===== src/rtl/ubg_pkg.sv =====
package ubg_pkg;
  localparam int unsigned SLOT_COUNT = 16;
  localparam int unsigned IDX_W      = $clog2(SLOT_COUNT);

  typedef enum logic {
    PH_ARM = 1'b0,
    PH_RUN = 1'b1
  } ubg_phase_e;
endpackage


===== src/rtl/ubg_settings.sv =====
module ubg_settings
  import ubg_pkg::*;
#(
  parameter int unsigned DIV_W = 16
) (
  input  logic                  clk,
  input  logic                  rst_n,
  input  logic                  wrap,
  input  logic [DIV_W-1:0]      div_in,
  input  logic [SLOT_COUNT-1:0] mask_in,
  output logic [DIV_W-1:0]      div_q,
  output logic [SLOT_COUNT-1:0] mask_q,
  output logic                  running
);
  ubg_phase_e            phase_q, phase_d;
  logic [DIV_W-1:0]      div_d;
  logic [SLOT_COUNT-1:0] mask_d;
  logic                  load;

  // Settings are taken once on arming and afterwards only at a bit boundary
  assign load = (phase_q == PH_ARM) || wrap;

  always_comb begin
    phase_d = PH_RUN;
    div_d   = div_q;
    mask_d  = mask_q;
    if (load) begin
      div_d  = div_in;
      mask_d = mask_in;
    end
  end

  always_ff @(posedge clk or negedge rst_n) begin
    if (!rst_n) begin
      phase_q <= PH_ARM;
      div_q   <= '0;
      mask_q  <= '0;
    end else begin
      phase_q <= phase_d;
      if (load) begin
        div_q  <= div_d;
        mask_q <= mask_d;
      end
    end
  end

  assign running = (phase_q == PH_RUN);


  settings_hold_chk: assert property (@(posedge clk) disable iff (!rst_n)
    !load |=> ($stable(div_q) && $stable(mask_q)));


  arm_once_chk: assert property (@(posedge clk) disable iff (!rst_n)
    running |=> running);
endmodule


===== src/rtl/ubg_sub_timer.sv =====
module ubg_sub_timer #(
  parameter int unsigned CNT_W = 17
) (
  input  logic             clk,
  input  logic             rst_n,
  input  logic             run,
  input  logic [CNT_W-1:0] len,
  output logic             sub_end
);
  logic [CNT_W-1:0] cnt_q, cnt_d;
  logic             cnt_en;

  assign sub_end = run && (cnt_q == (len - CNT_W'(1)));
  assign cnt_en  = run;

  always_comb begin
    cnt_d = cnt_q + CNT_W'(1);
    if (sub_end) cnt_d = '0;
  end

  always_ff @(posedge clk or negedge rst_n) begin
    if (!rst_n) begin
      cnt_q <= '0;
    end else if (cnt_en) begin
      cnt_q <= cnt_d;
    end
  end


  cnt_bound_chk: assert property (@(posedge clk) disable iff (!rst_n)
    run |-> (cnt_q < len));


  idle_clear_chk: assert property (@(posedge clk) disable iff (!rst_n)
    !run |-> (cnt_q == '0));
endmodule


===== src/rtl/ubg_index.sv =====
module ubg_index
  import ubg_pkg::*;
(
  input  logic             clk,
  input  logic             rst_n,
  input  logic             step,
  output logic [IDX_W-1:0] idx_q,
  output logic             wrap
);
  localparam logic [IDX_W-1:0] LAST = IDX_W'(SLOT_COUNT - 1);

  logic [IDX_W-1:0] idx_d;

  assign wrap  = step && (idx_q == LAST);
  assign idx_d = wrap ? '0 : idx_q + IDX_W'(1);

  always_ff @(posedge clk or negedge rst_n) begin
    if (!rst_n) begin
      idx_q <= '0;
    end else if (step) begin
      idx_q <= idx_d;
    end
  end


  idx_step_chk: assert property (@(posedge clk) disable iff (!rst_n)
    (step && (idx_q != LAST)) |=> (idx_q == $past(idx_q) + IDX_W'(1)));


  idx_wrap_chk: assert property (@(posedge clk) disable iff (!rst_n)
    wrap |=> (idx_q == '0));


  idx_hold_chk: assert property (@(posedge clk) disable iff (!rst_n)
    !step |=> $stable(idx_q));
endmodule


===== src/rtl/uart_frac_baud_gen.sv =====
module uart_frac_baud_gen
  import ubg_pkg::*;
#(
  parameter int unsigned DIV_W = 16
) (
  input  logic                  clk,
  input  logic                  rst_n,
  input  logic [DIV_W-1:0]      div_int,
  input  logic [SLOT_COUNT-1:0] slot_mask,
  output logic                  samp_tick,
  output logic                  bit_tick,
  output logic [IDX_W-1:0]      samp_idx
);
  localparam int unsigned CNT_W = DIV_W + 1;

  logic [DIV_W-1:0]      div_q;
  logic [SLOT_COUNT-1:0] mask_q;
  logic                  running;
  logic [IDX_W-1:0]      idx;
  logic                  wrap;
  logic                  sub_end;
  logic [CNT_W-1:0]      len;

  ubg_settings #(.DIV_W(DIV_W)) u_settings (
    .clk     (clk),
    .rst_n   (rst_n),
    .wrap    (wrap),
    .div_in  (div_int),
    .mask_in (slot_mask),
    .div_q   (div_q),
    .mask_q  (mask_q),
    .running (running)
  );

  // Length of the current sub-bit period: base plus the slot's extra clock
  assign len = {1'b0, div_q} + CNT_W'(1) + CNT_W'(mask_q[idx]);

  ubg_sub_timer #(.CNT_W(CNT_W)) u_timer (
    .clk     (clk),
    .rst_n   (rst_n),
    .run     (running),
    .len     (len),
    .sub_end (sub_end)
  );

  ubg_index u_index (
    .clk   (clk),
    .rst_n (rst_n),
    .step  (sub_end),
    .idx_q (idx),
    .wrap  (wrap)
  );

  assign samp_tick = sub_end;
  assign bit_tick  = wrap;
  assign samp_idx  = idx;


  bit_tick_align_chk: assert property (@(posedge clk) disable iff (!rst_n)
    bit_tick |-> (samp_tick && (samp_idx == IDX_W'(SLOT_COUNT - 1))));


  no_tick_unarmed_chk: assert property (@(posedge clk) disable iff (!rst_n)
    !running |-> (!samp_tick && !bit_tick));
endmodule


===== config.mk =====
export PLATFORM = sky130hd
export DESIGN_NAME = uart_frac_baud_gen
export DESIGN_NICKNAME = d
export VERILOG_FILES = /design/src/rtl/ubg_pkg.sv /design/src/rtl/ubg_settings.sv /design/src/rtl/ubg_sub_timer.sv /design/src/rtl/ubg_index.sv /design/src/rtl/uart_frac_baud_gen.sv
export SDC_FILE = /design/constraint.sdc
export NUM_CORES = 1
export LEC_CHECK = 0
export BUFFER_PORTS_ARGS = -buffer_cell sky130_fd_sc_hd__buf_2
export CORE_MARGIN = 3
export CORE_UTILIZATION = 30
export CTS_BUF_LIST = sky130_fd_sc_hd__clkbuf_4 sky130_fd_sc_hd__clkbuf_8
export DETAILED_ROUTE_END_ITERATION = 6
export PLACE_DENSITY = 0.54
export SYNTH_ARGS = -nofsm -noshare
export SYNTH_HDL_FRONTEND = slang
export SYNTH_SLANG_ARGS = --single-unit

===== constraint.sdc =====
create_clock -name clk -period 4.5 [get_ports clk]
set_clock_uncertainty 0.05 [all_clocks]
set_input_delay 0.45 -clock clk [delete_from_list [all_inputs] [get_ports clk]]
set_output_delay 0.45 -clock clk [all_outputs]
set_load 0.005 [all_outputs]

== After elaboration in Yosys (flattened, before gate mapping) ==
Cells that the tools add are included.
Storage, ports and cells
  input bits: 34
  output and inout bits: 6
  bits in writable memories: 0
  bits in latches: 0
  word-level logic and storage cells: 21
  ROM bits: 0
  memories kept: 0
  flip-flop bits (word level): 54
Operators by class
  reduce and logical (&&, ||, !) cells: 3
  div/mod/pow operators: 0
  bitwise operators: 1
  $lt $le $gt $ge: 1
  add/sub/neg operators: 5
  shifts and indexed selects: 0
  mux-type cells: 4
  equality and inequality tests: 2
  multiply operators: 0
Operator list (count)
  $add 16x1->17 const B: 1
  $add 17x1->17: 1
  $add 17x1->17 const B: 1
  $eq 17x17->1: 1
  $mux 17: 1
  $sub 17x1->17 const B: 1
  $lt 4x5->1 const B: 1
  $add 4x1->4 const B: 1
  $bmux 1 s4: 1
  $eq 4x4->1 const B: 1
  $mux 4: 1
  $logic_and 1x1->1: 2
  $logic_or 1x1->1: 1
  $mux 1: 1
  $not 1->1: 1

== Logic depth before layout (Yosys ltp) ==
  depth in word-level cells: 8
  gate-level depth with buffers: 14
  depth with buffers taken out: 11

== Hierarchy ==
A second synthesis with hierarchy kept.
Unflattened totals
  cells, all modules: 326
  area total of the unflattened synthesis: 3658.5 µm²
By module, submodules not included
  ubg_sub_timer: area an instance 1656.6 µm², seq. area each 425.4 µm², instances 1, cells each 183
  ubg_settings: area an instance 1387.6 µm², seq. area each 825.8 µm², instances 1, cells each 71
  uart_frac_baud_gen: area an instance 426.7 µm², seq. area each 0.0 µm², instances 1, cells each 53
  ubg_index: area an instance 187.7 µm², seq. area each 100.1 µm², instances 1, cells each 19

== Least setup slack after synthesis ==
No wires, ideal clock.
  path kind: register -> output
  start point: reg u_index.idx_q[0]
  end point: out samp_tick
  cell stages (with the launch flop): 14
  buffers on the path: 3
  setup slack: 0.078 ns
  arrival: 3.922 ns
  data required time: 4.000 ns
  cell sequence: dfrtp_1 > clkbuf_1 > mux4_2 > mux4_2 > ha_1 > ha_1 > nand3_4 > nor2_4 > xnor2_1 > or4_4 > nor4_4 > and2_1 > buf_4 > buf_4
On the way
  word-level cells in the longest chain between the ends: 6
RTL lines
  start, declared: RTL line ubg_index.sv:7  | output logic [IDX_W-1:0] idx_q,
  start signal, assigned: RTL line ubg_index.sv:21  | idx_q <= idx_d;
  $bmux 1 s4: RTL line uart_frac_baud_gen.sv:36  | assign len = {1'b0, div_q} + CNT_W'(1) + CNT_W'(mask_q[idx]);
  $mux 1 (implied by the code): RTL line uart_frac_baud_gen.sv:36
  $add 17x1->17: RTL line uart_frac_baud_gen.sv:36
  $sub 17x1->17: RTL line ubg_sub_timer.sv:13  | assign sub_end = run && (cnt_q == (len - CNT_W'(1)));
  $eq 17x17->1: RTL line ubg_sub_timer.sv:13
  $logic_and 1x1->1: RTL line ubg_sub_timer.sv:13
  end, declared: RTL line uart_frac_baud_gen.sv:10  | output logic samp_tick,
No other way between the ends. The select of a mux whose other input is x is not followed.

== Final worst setup path ==
  start point: reg u_index.idx_q[0]
  end point: out bit_tick
On the way
  word-level cells in the longest chain between the ends: 7
  elaborated cells on any way between the ends: 8
  classes of those cells: add/sub: 2; eq/ne: 2; mux: 2; reduce/logical: 2
RTL lines
  $bmux 1 s4: RTL line uart_frac_baud_gen.sv:36
  $mux 1 (implied by the code): RTL line uart_frac_baud_gen.sv:36
  $add 17x1->17: RTL line uart_frac_baud_gen.sv:36
  $sub 17x1->17: RTL line ubg_sub_timer.sv:13
  $eq 17x17->1: RTL line ubg_sub_timer.sv:13
  $logic_and 1x1->1: RTL line ubg_sub_timer.sv:13
  $logic_and 1x1->1 *: RTL line ubg_index.sv:14  | assign wrap = step && (idx_q == LAST);
  end, declared: RTL line uart_frac_baud_gen.sv:11  | output logic bit_tick,
Mark *: on every way between the ends. The rest lies on a longest branch, timed or not. The select of a mux whose other input is x is not followed.

==> impl_metrics.csv <==
group,metric,value,unit
floorplan,start_util,30.95,%
global_routing,grt_pass1_wl,11360,µm
routing,wl_met2,3017,µm
place,portBuffers,39,
routing,wirelength_met1,3280,µm
timing,relSlewSlack,53.96,%
timing,fin_setup_tns,0,ns
power_and_ir_drop,leakage,0.001617,µW
clock_network,clk_latency,0.32,ns
place,dpl_worst_slack,0.2438,ns
routing,routed.top_layer,"met4",
logic_synthesis,syn_area,3196,µm²
logic_synthesis,yosysWarnings,0,
global_routing,grt_use_total,12.22,%
floorplan,num_rows,37,
clock_network,numCtsBuffers,5,
routing,drc,0,
floorplan,dieArea,11930,µm²
worst_hold_path,hold_class,"in2async",
routing,wl_met3,369,µm
clock_network,clockRootBuffer,"clkbuf_8",
critical_path,critPathCaptureType,"output pin",
layout,fillers,1033,
clock_network,clk_pin_slew,0.10,ns
place,hpwl,4886,µm
floorplan,dieWidth,109.2,µm
place,gp_congestion,0.7718,
layout,final_nets,354,
run_status,status,"complete, no violations",
layout,syn_to_final_growth,14.13,%
logic_synthesis,syn_nets,315,
critical_path,critPathBufInv,2,
logic_synthesis,yosys.cell_types.count,51,
power_and_ir_drop,powerDensity,311.7,nW/µm²
clock_network,cts_hold_buf,0,
critical_path,worst-path-max-fanout,5,
global_routing,grt_pass1_vias,2281,
critical_path,startpoint_type,"register",
logic_synthesis,synth-main-ff-cell,"dfrtp_1",
clock_network,cts_buffer_depth,2,
critical_path,required,4.00,ns
critical_path,worst-r2r-cell-count,13,
critical_path,cp_common_cell,"mux4_2",
timing,finalCritPeriodShare,94.20,%
critical_path,worstPathCellList,"mux4_2 -> mux4_2 -> ha_1 -> ha_2 -> xnor2_2 -> nand4_1 -> or4_4 -> nor4_4 -> buf_4 -> and3_1 -> buf_2",
routing,drt_iter0_drc,87,
critical_path,crit_family,"simple AND/OR/NAND/NOR gates",
layout,drive_gt1_share,33.75,%
timing,final.min_clock_period,4.239,ns
routing,vias_per_cell,4.823,
logic_synthesis,ys_seq_area_share,42.29,%
floorplan,die_h,109.2,µm
global_routing,grt-ovfl-total,0,
timing,finalSetupViolCount,0,
clock_network,h-tree-depth,2,
logic_synthesis,synthCells,277,
job,max-cap-violations,0,
timing,rsz0062_at_grt,"false",
routing,dr.pass1.iters,4,
global_routing,grt_max_degree,55,
timing,tightestPinTransition,0.6906,ns
routing,postRouteWirelength,6802,µm
logic_synthesis,async_flop_share,100.0,%
layout,layout_common_cells,"dfrtp_1, buf_2, mux2_4",
timing,maxSlewViolCount,0,
routing,post_drt_wl_per_cell,15.02,µm
timing,layout_setup_ws,0.2609,ns
clock_network,cts_sinks,54,
clock_network,cts_tree,"built",
floorplan,core,10320,µm²
logic_synthesis,synth-edff-count,0,
timing,hold_violations,0,
logic_synthesis,ys_seq_elements,54,
critical_path,arrival,3.74,ns
critical_path,crit_type,"reg2out",
layout,mostFrequentLayoutCell,"dfrtp_1",
critical_path,critPathMaxStageDelay,0.55,ns
timing,max_freq,235.9,MHz
routing,vias,2185,
logic_synthesis,syn_avg_cell_area,11.54,µm²
layout,num_antenna_cells,0,
power_and_ir_drop,peakVddDrop,0.1218,mV
global_routing,antenna_found_initial,0,
floorplan,io_pins,40,
critical_path,cp.depth,11,
critical_path,slowest_stage,"or4_4",
routing,postRouteAntennaNets,0,
Yosys cell counts, drive strengths merged, types with 2 or more instances:
cell	n	area share [%]
nand4	12	2.5
nand2b	2	0.39
a21oi	2	0.31
o2bb2ai	2	0.55
xor2	17	4.7
inv	7	0.82
buf	10	2.5
nor2	30	3.8
o21ai	4	0.63
mux4	5	3.5
and3	6	1.2
nor3	4	0.63
clkbuf	5	0.59
nor2b	2	0.39
nand4b	2	0.55
mux2	34	16
a32o	2	0.63
xnor2	20	5.5
and2	2	0.39
nand3	5	1.2
dfrtp	54	42
nand2	18	2.1
a31oi	3	1.1
nor4	8	2.2
ha	4	1.6
kinds of logic after synthesis:
group                    synth area share (%)
adder cells (fa/ha/maj)                 1.566
AND/OR/NAND/NOR                         16.76
other                                  0.1174
flip-flops                              42.29
XOR/XNOR                                10.14
AO/OA/AOI/OAI                           6.187
buffers and inverters                   3.915
multiplexers                            19.03
layout make-up:
| class | count | area, µm² | share of cell area [%] |
|---|---|---|---|
| Tap cell | 136 | 170.2 | 4.666 |
| Sequential cell | 54 | 1353 | 37.08 |
| Clock buffer | 6 | 82.58 | 2.264 |
| Clock inverter | 2 | 16.27 | 0.4460 |
| Inverter | 7 | 26.28 | 0.7204 |
| Multi-Input combinational cell | 201 | 1732 | 47.48 |
| Timing Repair Buffer | 47 | 267.8 | 7.341 |
stage by stage:
step | power [µW] | hold slack [ns] | std cells | utilization, % | cell area [µm²]
4_1_cts | 1149 | 0.2274 | 452 | 35.15 | 3628
3_3_place_gp | 836.0 | 0.4552 | 444 | 34.17 | 3527
3_5_place_dp | 841.6 | 0.4459 | 444 | 34.17 | 3527
2_1_floorplan | 771.3 | 0.1044 | 277 | - | 3196
6_report | 1137 | 0.1924 | 453 | 35.33 | 3647
5_1_grt | 1205 | 0.2575 | 453 | 35.33 | 3647
power breakdown:
| group | switching (µW) | internal (µW) |
|---|---|---|
| sequential | 74.6 | 535 |
| combinational | 95.4 | 130 |
| clock | 174 | 127 |
| total | 344 | 793 |
registers in the layout, summed over array words and instances, names as in the netlist:
signal              count
u_index.idx_q           4
u_settings.running      1
u_settings.mask_q      16
u_timer.cnt_q          17
u_settings.div_q       16
per-layer routing:
metal / vias up / track usage, %
met5: - / 0
met4: 0 / 4.987
met3: 12 / 3.138
met2: 53 / 18.99
met1: 1060 / 16.21
li1: 1060 / -
worst paths after layout:
check | from | to | slack [ns]
min | rst_n | u_settings.div_q[13] | 0.19
min reg2reg | u_settings.mask_q[4] | u_settings.mask_q[4] | 0.47
max reg2reg | u_index.idx_q[0] | u_settings.div_q[11] | 0.44
min in group clk | slot_mask[7] | u_settings.mask_q[7] | 0.30
max in group asynchronous | rst_n | u_index.idx_q[0] | 3.71
max | u_index.idx_q[0] | bit_tick | 0.26
timing repair:
action | CTS | global route
pin swaps | 0 | 1
endpoints found under the setup margin | 2 | 2
endpoints found under the hold margin | 0 | 0
resized for setup | 2 | 3
setup buffers | 0 | 1
No activity file was read; power rests on OpenSTA's default activity.
